<file path="config.mk">
export PLATFORM = sky130hd
export DESIGN_NAME = tmr_cmp_out
export DESIGN_NICKNAME = d
export VERILOG_FILES = /design/src/rtl/tmr_cmp_pkg.sv /design/src/rtl/tmr_tick_gen.sv /design/src/rtl/tmr_pin_unit.sv /design/src/rtl/tmr_irq_sel.sv /design/src/rtl/tmr_cmp_out.sv
export SDC_FILE = /design/constraint.sdc
export NUM_CORES = 1
export LEC_CHECK = 0
export ABC_CLOCK_PERIOD_IN_PS = 6390
export BUFFER_PORTS_ARGS = -buffer_cell sky130_fd_sc_hd__buf_4
export CAP_MARGIN = 30
export CORE_MARGIN = 8
export CORE_UTILIZATION = 45
export CTS_BUF_LIST = sky130_fd_sc_hd__clkbuf_4 sky130_fd_sc_hd__clkbuf_8 sky130_fd_sc_hd__clkbuf_16
export DETAILED_ROUTE_END_ITERATION = 16
export MAX_ROUTING_LAYER = met4
export PLACE_DENSITY_LB_ADDON = 0.15
export SYNTH_ARGS = -nofsm -noshare
export SYNTH_HDL_FRONTEND = slang
export SYNTH_HIERARCHICAL = 1
export SYNTH_SLANG_ARGS = --single-unit
</file>
<file path="constraint.sdc">
create_clock -name clk -period 6.39 [get_ports clk]
set_clock_uncertainty 0.2 [all_clocks]
set_input_delay 0.3195 -clock clk [delete_from_list [all_inputs] [get_ports clk]]
set_output_delay 0.3195 -clock clk [all_outputs]
set_load 0.01 [all_outputs]
</file>
<file path="src/rtl/tmr_cmp_pkg.sv">
package tmr_cmp_pkg;

    localparam int ADDR_W = 4;

    localparam logic [ADDR_W-1:0] A_CTRL  = 4'd0;
    localparam logic [ADDR_W-1:0] A_PRESC = 4'd1;
    localparam logic [ADDR_W-1:0] A_CMP0  = 4'd2;
    localparam logic [ADDR_W-1:0] A_CMP1  = 4'd3;
    localparam logic [ADDR_W-1:0] A_OUTA  = 4'd4;
    localparam logic [ADDR_W-1:0] A_OUTB  = 4'd5;
    localparam logic [ADDR_W-1:0] A_FLAGS = 4'd6;
    localparam logic [ADDR_W-1:0] A_INTC  = 4'd7;
    localparam logic [ADDR_W-1:0] A_COUNT = 4'd8;

    typedef enum logic [1:0] {
        ACT_KEEP = 2'd0,
        ACT_SET  = 2'd1,
        ACT_CLR  = 2'd2,
        ACT_FLIP = 2'd3
    } pin_act_e;

    // [7] event select, [6] preset, [5:4] wrap, [3:2] cmp1, [1:0] cmp0
    typedef struct packed {
        logic     ev_sel;
        logic     preset;
        pin_act_e on_wrap;
        pin_act_e on_cmp1;
        pin_act_e on_cmp0;
    } out_cfg_t;

    // [4] ovr1, [3] ovr0, [2] wrap, [1] cmp1, [0] cmp0
    typedef struct packed {
        logic ovr1;
        logic ovr0;
        logic wrap;
        logic cmp1;
        logic cmp0;
    } flags_t;

endpackage

</file>
<file path="src/rtl/tmr_tick_gen.sv">
module tmr_tick_gen #(
    parameter int PRE_W  = 8,
    parameter int PHASES = 3
) (
    input  logic             clk,
    input  logic             rst_n,
    input  logic             run,
    input  logic             restart,
    input  logic             clk_en,
    input  logic [PRE_W-1:0] reload,
    output logic             tick
);
    localparam int PH_W = (PHASES > 1) ? $clog2(PHASES) : 1;
    localparam logic [PH_W-1:0] PH_LAST = PH_W'(PHASES - 1);

    typedef struct packed {
        logic [PH_W-1:0]  ph;
        logic [PRE_W-1:0] pcnt;
    } st_t;

    st_t st_d, st_q;

    always_comb begin
        st_d = st_q;
        tick = 1'b0;
        if (restart) begin
            st_d.ph   = '0;
            st_d.pcnt = reload;
        end else if (run && clk_en) begin
            if (st_q.ph == PH_LAST) begin
                st_d.ph = '0;
                if (st_q.pcnt == '0) begin
                    tick      = 1'b1;
                    st_d.pcnt = reload;
                end else begin
                    st_d.pcnt = st_q.pcnt - 1'b1;
                end
            end else begin
                st_d.ph = st_q.ph + 1'b1;
            end
        end
    end

    always_ff @(posedge clk or negedge rst_n) begin
        if (!rst_n) st_q <= '0;
        else        st_q <= st_d;
    end
endmodule

</file>
<file path="src/rtl/tmr_pin_unit.sv">
module tmr_pin_unit
    import tmr_cmp_pkg::*;
(
    input  logic     clk,
    input  logic     rst_n,
    input  logic     load,
    input  out_cfg_t cfg,
    input  logic     hit0,
    input  logic     hit1,
    input  logic     hit_wrap,
    output logic     pin,
    output logic     evt
);
    typedef struct packed {
        logic pin;
        logic evt;
    } st_t;

    st_t st_d, st_q;

    function automatic logic apply_act(pin_act_e act, logic lvl);
        case (act)
            ACT_SET:  return 1'b1;
            ACT_CLR:  return 1'b0;
            ACT_FLIP: return ~lvl;
            default:  return lvl;
        endcase
    endfunction

    always_comb begin
        st_d = st_q;
        if (load) begin
            st_d.pin = cfg.preset;
        end else begin
            if (hit_wrap) st_d.pin = apply_act(cfg.on_wrap, st_d.pin);
            if (hit1)     st_d.pin = apply_act(cfg.on_cmp1, st_d.pin);
            if (hit0)     st_d.pin = apply_act(cfg.on_cmp0, st_d.pin);
        end
        st_d.evt = cfg.ev_sel ? hit_wrap : hit0;
    end

    always_ff @(posedge clk or negedge rst_n) begin
        if (!rst_n) st_q <= '0;
        else        st_q <= st_d;
    end

    assign pin = st_q.pin;
    assign evt = st_q.evt;
endmodule

</file>
<file path="src/rtl/tmr_irq_sel.sv">
module tmr_irq_sel
    import tmr_cmp_pkg::*;
#(
    parameter int VHI_W = 5
) (
    input  flags_t           flags,
    input  logic [2:0]       ien,
    input  logic             gie,
    input  logic [VHI_W-1:0] vhi,
    output logic             irq,
    output logic [VHI_W+2:0] vec
);
    logic [2:0] pend;
    logic [2:0] code;

    always_comb begin
        pend = {flags.wrap, flags.cmp1, flags.cmp0} & ien;
        if (pend[2])      code = 3'b000;
        else if (pend[1]) code = 3'b100;
        else if (pend[0]) code = 3'b010;
        else              code = 3'b000;
        irq = gie && (pend != 3'b000);
        vec = {vhi, code};
    end
endmodule

</file>
<file path="src/rtl/tmr_cmp_out.sv">
module tmr_cmp_out
    import tmr_cmp_pkg::*;
#(
    parameter int CNT_W  = 16,
    parameter int PRE_W  = 8,
    parameter int VHI_W  = 5,
    parameter int PHASES = 3
) (
    input  logic              clk,
    input  logic              rst_n,
    input  logic              clk_en,
    input  logic              wr_en,
    input  logic [ADDR_W-1:0] wr_addr,
    input  logic [CNT_W-1:0]  wr_data,
    input  logic [ADDR_W-1:0] rd_addr,
    output logic [CNT_W-1:0]  rd_data,
    output logic              pin_a,
    output logic              pin_b,
    output logic              evt_a,
    output logic              evt_b,
    output logic              irq,
    output logic [VHI_W+2:0]  irq_vec
);
    localparam int NOUT = 2;

    typedef struct packed {
        logic             run;
        logic             down;
        logic [PRE_W-1:0] presc;
        logic [CNT_W-1:0] cmp0;
        logic [CNT_W-1:0] cmp1;
        logic [CNT_W-1:0] cnt;
        out_cfg_t         oa;
        out_cfg_t         ob;
        flags_t           flags;
        logic [2:0]       ien;
        logic             cap_en;
        logic             gie;
        logic [VHI_W-1:0] vhi;
    } regs_t;

    regs_t r_d, r_q;

    logic             tick, start, cnt_wr, wrap, hit0, hit1;
    logic [CNT_W-1:0] cnt_nx;
    logic             run_q, dir_q, preset_a, preset_b;
    logic [CNT_W-1:0] cnt_q;
    logic [4:0]       flags_q;

    assign start  = wr_en && (wr_addr == A_CTRL) && wr_data[0] && !r_q.run;
    assign cnt_wr = wr_en && (wr_addr == A_COUNT);

    tmr_tick_gen #(.PRE_W(PRE_W), .PHASES(PHASES)) u_tick (
        .clk     (clk),
        .rst_n   (rst_n),
        .run     (r_q.run),
        .restart (start),
        .clk_en  (clk_en),
        .reload  (r_q.presc),
        .tick    (tick)
    );

    always_comb begin
        r_d    = r_q;
        cnt_nx = r_q.down ? r_q.cnt - 1'b1 : r_q.cnt + 1'b1;
        wrap   = tick && (r_q.down ? (r_q.cnt == '0) : (&r_q.cnt));
        hit0   = tick && (cnt_nx == r_q.cmp0);
        hit1   = tick && (cnt_nx == r_q.cmp1);

        if (tick) r_d.cnt = cnt_nx;

        if (wr_en) begin
            case (wr_addr)
                A_CTRL:  {r_d.down, r_d.run} = wr_data[1:0];
                A_PRESC: r_d.presc = wr_data[PRE_W-1:0];
                A_CMP0:  r_d.cmp0  = wr_data;
                A_CMP1:  r_d.cmp1  = wr_data;
                A_OUTA:  r_d.oa    = out_cfg_t'(wr_data[7:0]);
                A_OUTB:  r_d.ob    = out_cfg_t'(wr_data[7:0]);
                A_FLAGS: r_d.flags = r_q.flags & flags_t'(wr_data[4:0]);
                A_INTC: begin
                    r_d.ien    = wr_data[2:0];
                    r_d.cap_en = wr_data[3];
                    r_d.gie    = wr_data[7];
                    r_d.vhi    = wr_data[8 +: VHI_W];
                end
                A_COUNT: r_d.cnt = wr_data;
                default: ;
            endcase
        end

        if (hit0) begin
            r_d.flags.cmp0 = 1'b1;
            if (r_q.flags.cmp0) r_d.flags.ovr0 = 1'b1;
        end
        if (hit1) begin
            r_d.flags.cmp1 = 1'b1;
            if (r_q.flags.cmp1) r_d.flags.ovr1 = 1'b1;
        end
        if (wrap) r_d.flags.wrap = 1'b1;
    end

    always_ff @(posedge clk or negedge rst_n) begin
        if (!rst_n) r_q <= '0;
        else        r_q <= r_d;
    end

    out_cfg_t          ocfg [NOUT];
    logic [NOUT-1:0]   pin_w, evt_w;

    assign ocfg[0] = r_q.oa;
    assign ocfg[1] = r_q.ob;

    for (genvar g = 0; g < NOUT; g++) begin : g_pin
        tmr_pin_unit u_pin (
            .clk      (clk),
            .rst_n    (rst_n),
            .load     (start),
            .cfg      (ocfg[g]),
            .hit0     (hit0),
            .hit1     (hit1),
            .hit_wrap (wrap),
            .pin      (pin_w[g]),
            .evt      (evt_w[g])
        );
    end

    assign pin_a = pin_w[0];
    assign pin_b = pin_w[1];
    assign evt_a = evt_w[0];
    assign evt_b = evt_w[1];

    tmr_irq_sel #(.VHI_W(VHI_W)) u_irq (
        .flags (r_q.flags),
        .ien   (r_q.ien),
        .gie   (r_q.gie),
        .vhi   (r_q.vhi),
        .irq   (irq),
        .vec   (irq_vec)
    );

    always_comb begin
        rd_data = '0;
        case (rd_addr)
            A_CTRL:  rd_data[1:0] = {r_q.down, r_q.run};
            A_PRESC: rd_data[PRE_W-1:0] = r_q.presc;
            A_CMP0:  rd_data = r_q.cmp0;
            A_CMP1:  rd_data = r_q.cmp1;
            A_OUTA:  rd_data[7:0] = r_q.oa;
            A_OUTB:  rd_data[7:0] = r_q.ob;
            A_FLAGS: rd_data[4:0] = r_q.flags;
            A_INTC: begin
                rd_data[2:0]         = r_q.ien;
                rd_data[3]           = r_q.cap_en;
                rd_data[7]           = r_q.gie;
                rd_data[8 +: VHI_W]  = r_q.vhi;
            end
            A_COUNT: rd_data = r_q.cnt;
            default: ;
        endcase
    end

    assign run_q    = r_q.run;
    assign dir_q    = r_q.down;
    assign cnt_q    = r_q.cnt;
    assign flags_q  = r_q.flags;
    assign preset_a = r_q.oa.preset;
    assign preset_b = r_q.ob.preset;
endmodule

</file>
**Word-level counts from Yosys, hierarchy flattened**

Index checks and enable logic that the tools add are counted.

- Register bits after elaboration: 103
- Latch bits: 0
- RAM bits: 0
- ROM bits: 0
- Input port bits: 28
- Output and inout port bits: 29
- Word-level logic and storage cells: 169
- Memories kept: 0

- Add/subtract/negate cells: 4
- Multiply operators: 0
- Div/mod/pow operators: 0
- $lt $le $gt $ge: 0
- Equal/unequal tests: 37
- Shift operators: 0
- Multiplexer cells: 55
- Bitwise gates (word level): 8
- Reduce and logical (&&, ||, !) cells: 34

Operators with widths:

| operator | count |
|---|---|
| two-way mux 16 bit | 3 |
| two-way mux 47 bit | 1 |
| == test 16 bit | 2 |
| == test 4 x 3 -> 1 bit (second input constant) | 8 |
| two-way mux 8 bit | 4 |
| two-way mux 10 bit | 3 |
| == test 2 bit (second input constant) | 13 |
| two-way mux 1 bit | 26 |
| AND reduction 2 bit | 11 |
| one-hot mux 5 bit (4 select lines) | 1 |
| one-hot mux 1 bit (3 select lines) | 6 |
| one-hot mux 2 bit (9 select lines) | 1 |
| adder 16 x 1 -> 16 bit (second input constant) | 1 |
| == test 4 x 2 -> 1 bit (second input constant) | 4 |
| zero test 16 bit | 1 |
| one-hot mux 2 bit (8 select lines) | 1 |
| AND reduction 16 bit | 1 |
| nonzero test 2 bit | 8 |
| subtractor 16 x 1 -> 16 bit (second input constant) | 1 |
| one-hot mux 1 bit (7 select lines) | 2 |
| == test 2 x 1 -> 1 bit (second input constant) | 6 |
| one-hot mux 2 bit (6 select lines) | 1 |
| one-hot mux 3 bit (3 select lines) | 1 |
| == test 4 x 1 -> 1 bit (second input constant) | 2 |
| other kinds (14) | 30 |

**Longest topological paths before layout**

- Depth in word-level cells: 16
- Depth in mapped cells: 16

**By module**

Netlist, hierarchy kept.

By module, submodules not included:

| module | instances | cells an instance | area an instance (sq um) |
|---|---|---|---|
| tmr_cmp_out | 1 | 532 | 5,693.0 |
| tmr_tick_gen | 1 | 73 | 663.1 |
| tmr_pin_unit | 2 | 18 | 166.4 |
| tmr_irq_sel | 1 | 14 | 83.8 |

**Worst setup path after synthesis**

OpenSTA, ideal clock, no wires.

- Kind: register to register
- Start: register r_q, in the netlist dir_q
- End: register g_pin[0].u_pin.st_q, in the netlist g_pin[0].u_pin/pin
- Library setup time: 131 ps
- Arrival time: 3,708 ps
- Setup slack: 2,351 ps
- Cell stages (with the launch flop): 13
- Buffers on the path: 0
- Clock period less this slack: 4,039 ps
- Cells stage by stage: dfrtp_1 fa_1 a211o_1 o21ai_1 xnor3_1 or4_1 nor4_1 nand4_1 nor3_1 nand2_1 mux2_2 o32ai_1 a21oi_2

RTL lines:

| what | line | text |
|---|---|---|
| from (decl) | tmr_cmp_out.sv:42 | `regs_t r_d, r_q;` |
| from (signal assigned) | tmr_cmp_out.sv:105 | `else r_q <= r_d;` |
| to (signal assigned) | tmr_pin_unit.sv:44 | `else st_q <= st_d;` |
| to (decl) | tmr_pin_unit.sv:19 | `st_t st_d, st_q;` |

==> out/qor.csv <==
metric;value;unit
status;complete, no violations;
grt_usage;21.56;%
grt_max_degree;55;
viasPerCell;6.206;
grt_pass1_vias;5489;
multiInputGateArea;0.004003;sq mm
grt_pass1_wl;31730;um
hp-class;in2reg;
worstPathArrival;5.05;ns
timing.hold.ws;0.008443;ns
crit_required;6.42;ns
drive_gt1_share;24.93;%
comb_power_share;49.2;%
crit_type;reg2reg;
die_x;138.7;um
min_period;5.019;ns
drt_iter0_markers;499;
syn2layout_area_growth;13.78;%
ys_seq_area_share;38.06;%
relSlewSlack;40.24;%
p_leak;3.349;nW
max_freq;199.2;MHz
synth_async_sr_flop_share;100.0;%
syn-num-nets;699;
drc_errors;0;
ir_drop;0.2078;mV
antennaDiodeCount;0;
ff_latch_area;0.002577;sq mm
cts_inserted_buffers;9;
clkTransAtPathRegs;0.07;ns
seqPwrFrac;33.9;%
final_antenna_net_count;0;
critPathMaxFanout;19;
setup_viol_count_final;0;
cts-root-buf;clkbuf_16;
first_pass_iters;8;
route.met2.wl;9531;um
antenna_found_initial;0;
gp_congestion;0.9016;
clk_latency;0.36;ns
fillers;1360;
top_layer;met4;
post_dp_cell_area;0.007368;sq mm
hold_violations;0;
maxSlewViolCount;0;
final_cell_area;0.007706;sq mm
drv_cap;0;
ff2ff_path_depth;12;
utilization;51.45;%
worst_pin_slew;0.8932;ns
yosys_warnings;6;
wl_met3;1307;um
period_share;78.55;%
p_int;1.833;mW
crit_slowest_cell;dfrtp_1;
clkPwrFrac;16.9;%
wl;20210;um
cpPeakStageDelay;0.92;ns
crit_chain;ha_1 -> a211o_1 -> a211o_1 -> a21oi_2 -> xnor3_1 -> a211oi_1 -> nand4_1 -> nor3_1 -> nand2_1 -> mux2_2 -> o32ai_1 -> a21oi_2;
vias;5523;
grt_overflow;0;
tns;0;ns
htree_num_levels;3;
numPortBuffers;55;
wl_met1;8683;um
holdPathStages;3;
synthFlopType;dfrtp_1;
io_pins;57;
cp-end-kind;register;
power;3.110;mW
synth_area;0.006773;sq mm
cp-start-kind;register;
die_height;138.7;um
synth_seq_cells;103;
cts_tree;built;
rsz0062_at_grt;false;
rows;45;
finalNetCount;743;
clock-sinks;103;
floorplan.initialDensity;45.22;%
synth_cells;655;
power_switching;1.277;mW
syn_avg_cell_area;10.34;sq um
dieArea;0.01923;sq mm
p_per_area;403.6;mW/mm^2
design.core.area;0.01498;sq mm
swShare;41.06;%
wl_per_cell;22.71;um
synth_edf_count;0;
cts_buffer_depth;2;
synth.distinct_cells;72;
hpwl;14810;um
-- layout make-up --
class	instances	share of cell area (%)
Clock buffer	11	3.199
Clock inverter	3	0.2760
Inverter	9	0.4384
Multi-Input combinational cell	504	51.94
Sequential cell	103	33.45
Tap cell	188	3.052
Timing Repair Buffer	72	7.647
-- registers in the layout, indices dropped and copies added, names as in the netlist --
| name | flops |
|---|---|
| run_q | 1 |
| r_q | 50 |
| flags_q | 5 |
| u_tick/st_q | 10 |
| g_pin.u_pin/evt | 2 |
| cnt_q | 16 |
| g_pin.u_pin/pin | 2 |
| dir_q | 1 |
| ocfg | 14 |
| preset_a | 1 |
| preset_b | 1 |
-- cells in the final DEF, fill, tap and decap left out, drive strengths merged, types with 8 or more instances in the layout --
| cell type | Yosys | routed |
|---|---|---|
| dfrtp | 103 | 103 |
| mux2 | 78 | 78 |
| buf | 13 | 65 |
| nand2 | 59 | 59 |
| o21ai | 39 | 39 |
| nor2 | 30 | 30 |
| a21oi | 30 | 30 |
| a22oi | 23 | 23 |
| xnor2 | 21 | 21 |
| xor2 | 19 | 19 |
| nor3 | 16 | 16 |
| ha | 15 | 15 |
| mux2i | 14 | 14 |
| nand4 | 13 | 13 |
| xnor3 | 12 | 12 |
| clkbuf | 26 | 11 |
| nand3 | 10 | 10 |
| nor3b | 10 | 10 |
| nor2b | 9 | 9 |
| inv | 9 | 9 |
| nor4 | 9 | 9 |
| a21o | 8 | 8 |
-- critical path, delay by kind of cell, from the launching register on --
family / cells / cell delay, ns
compound gates: 6 / 1.83
fa+ha+maj: 1 / 0.38
xor+xnor: 1 / 0.25
mux: 1 / 0.29
simple gates: 3 / 1.02
flops: 1 / 0.92
-- per-stage QoR --
stage,setup WS (ns),instances
after global routing,0.9796,890
after floorplan,2.351,655
after CTS,1.448,890
after detailed placement,1.478,869
final,1.371,890
after global placement,1.517,865
-- Yosys cell counts, types with 7 or more instances --
cell type,instances,area share (%)
dfrtp_1,103,38
xor2_1,19,2.5
mux2i_1,14,2.1
nor2b_1,9,0.83
clkbuf_1,26,1.4
nor2_1,30,1.7
inv_1,9,0.50
nor3b_1,10,1.1
a21oi_1,26,1.9
a21o_1,8,0.89
xnor3_1,12,4.0
o21ai_0,38,2.8
nand4_1,13,1.2
nand3_1,10,0.74
mux2_2,76,13
xnor2_1,21,2.7
nor4_1,7,0.65
nor3_1,16,1.2
nand2_1,59,3.3
a22oi_1,23,2.5
ha_1,15,2.8
-- logic make-up (layout without fill, tap and decap cells) --
family	count (synthesis)	after routing	synth area share [%]
other cells	1	1	0.05537
flops	103	103	38.06
fa+ha+maj	16	16	3.067
simple gates	188	188	14.69
compound gates	152	152	15.69
xor+xnor	52	52	9.163
buf+inv	48	95	3.140
mux	95	95	16.15
-- timing repair --
| action | 4_1_cts | 5_1_grt |
|---|---|---|
| hold buffers | 7 | 0 |
| endpoints found under the hold margin | 55 | 0 |
| setup buffers | 0 | 0 |
| gates resized for setup | 0 | 0 |
-- power groups by stage --
stage	clock [mW]	sequential (mW)	combinational, mW
after floorplan	0	0.972	1.20
after global placement	0	1.06	1.49
after detailed placement	0	1.06	1.50
after CTS	0.538	1.05	1.52
after global routing	0.556	1.08	1.66
final	0.526	1.06	1.53
-- layer usage --
layer / vias up / track usage [%]
li1: 2523 / -
met1: 2734 / 26.60
met2: 222 / 33.39
met3: 44 / 5.439
met5: - / -
met4: 0 / 8.550
-- path summary, 6_finish.rpt --
path,start,endpoint,slack [ns]
worst max-delay path,dir_q,g_pin[0].u_pin/pin,1.37
worst min register to register,r_q[6],r_q[6],0.32
worst max register to register,dir_q,g_pin[0].u_pin/pin,1.37
max in group asynchronous,rst_n,cnt_q[11],4.45
min in group asynchronous,rst_n,u_tick/st_q[5],0.33
worst min-delay path,wr_data[10],cnt_q[10],0.008
Power figures use the tool's default switching activity.
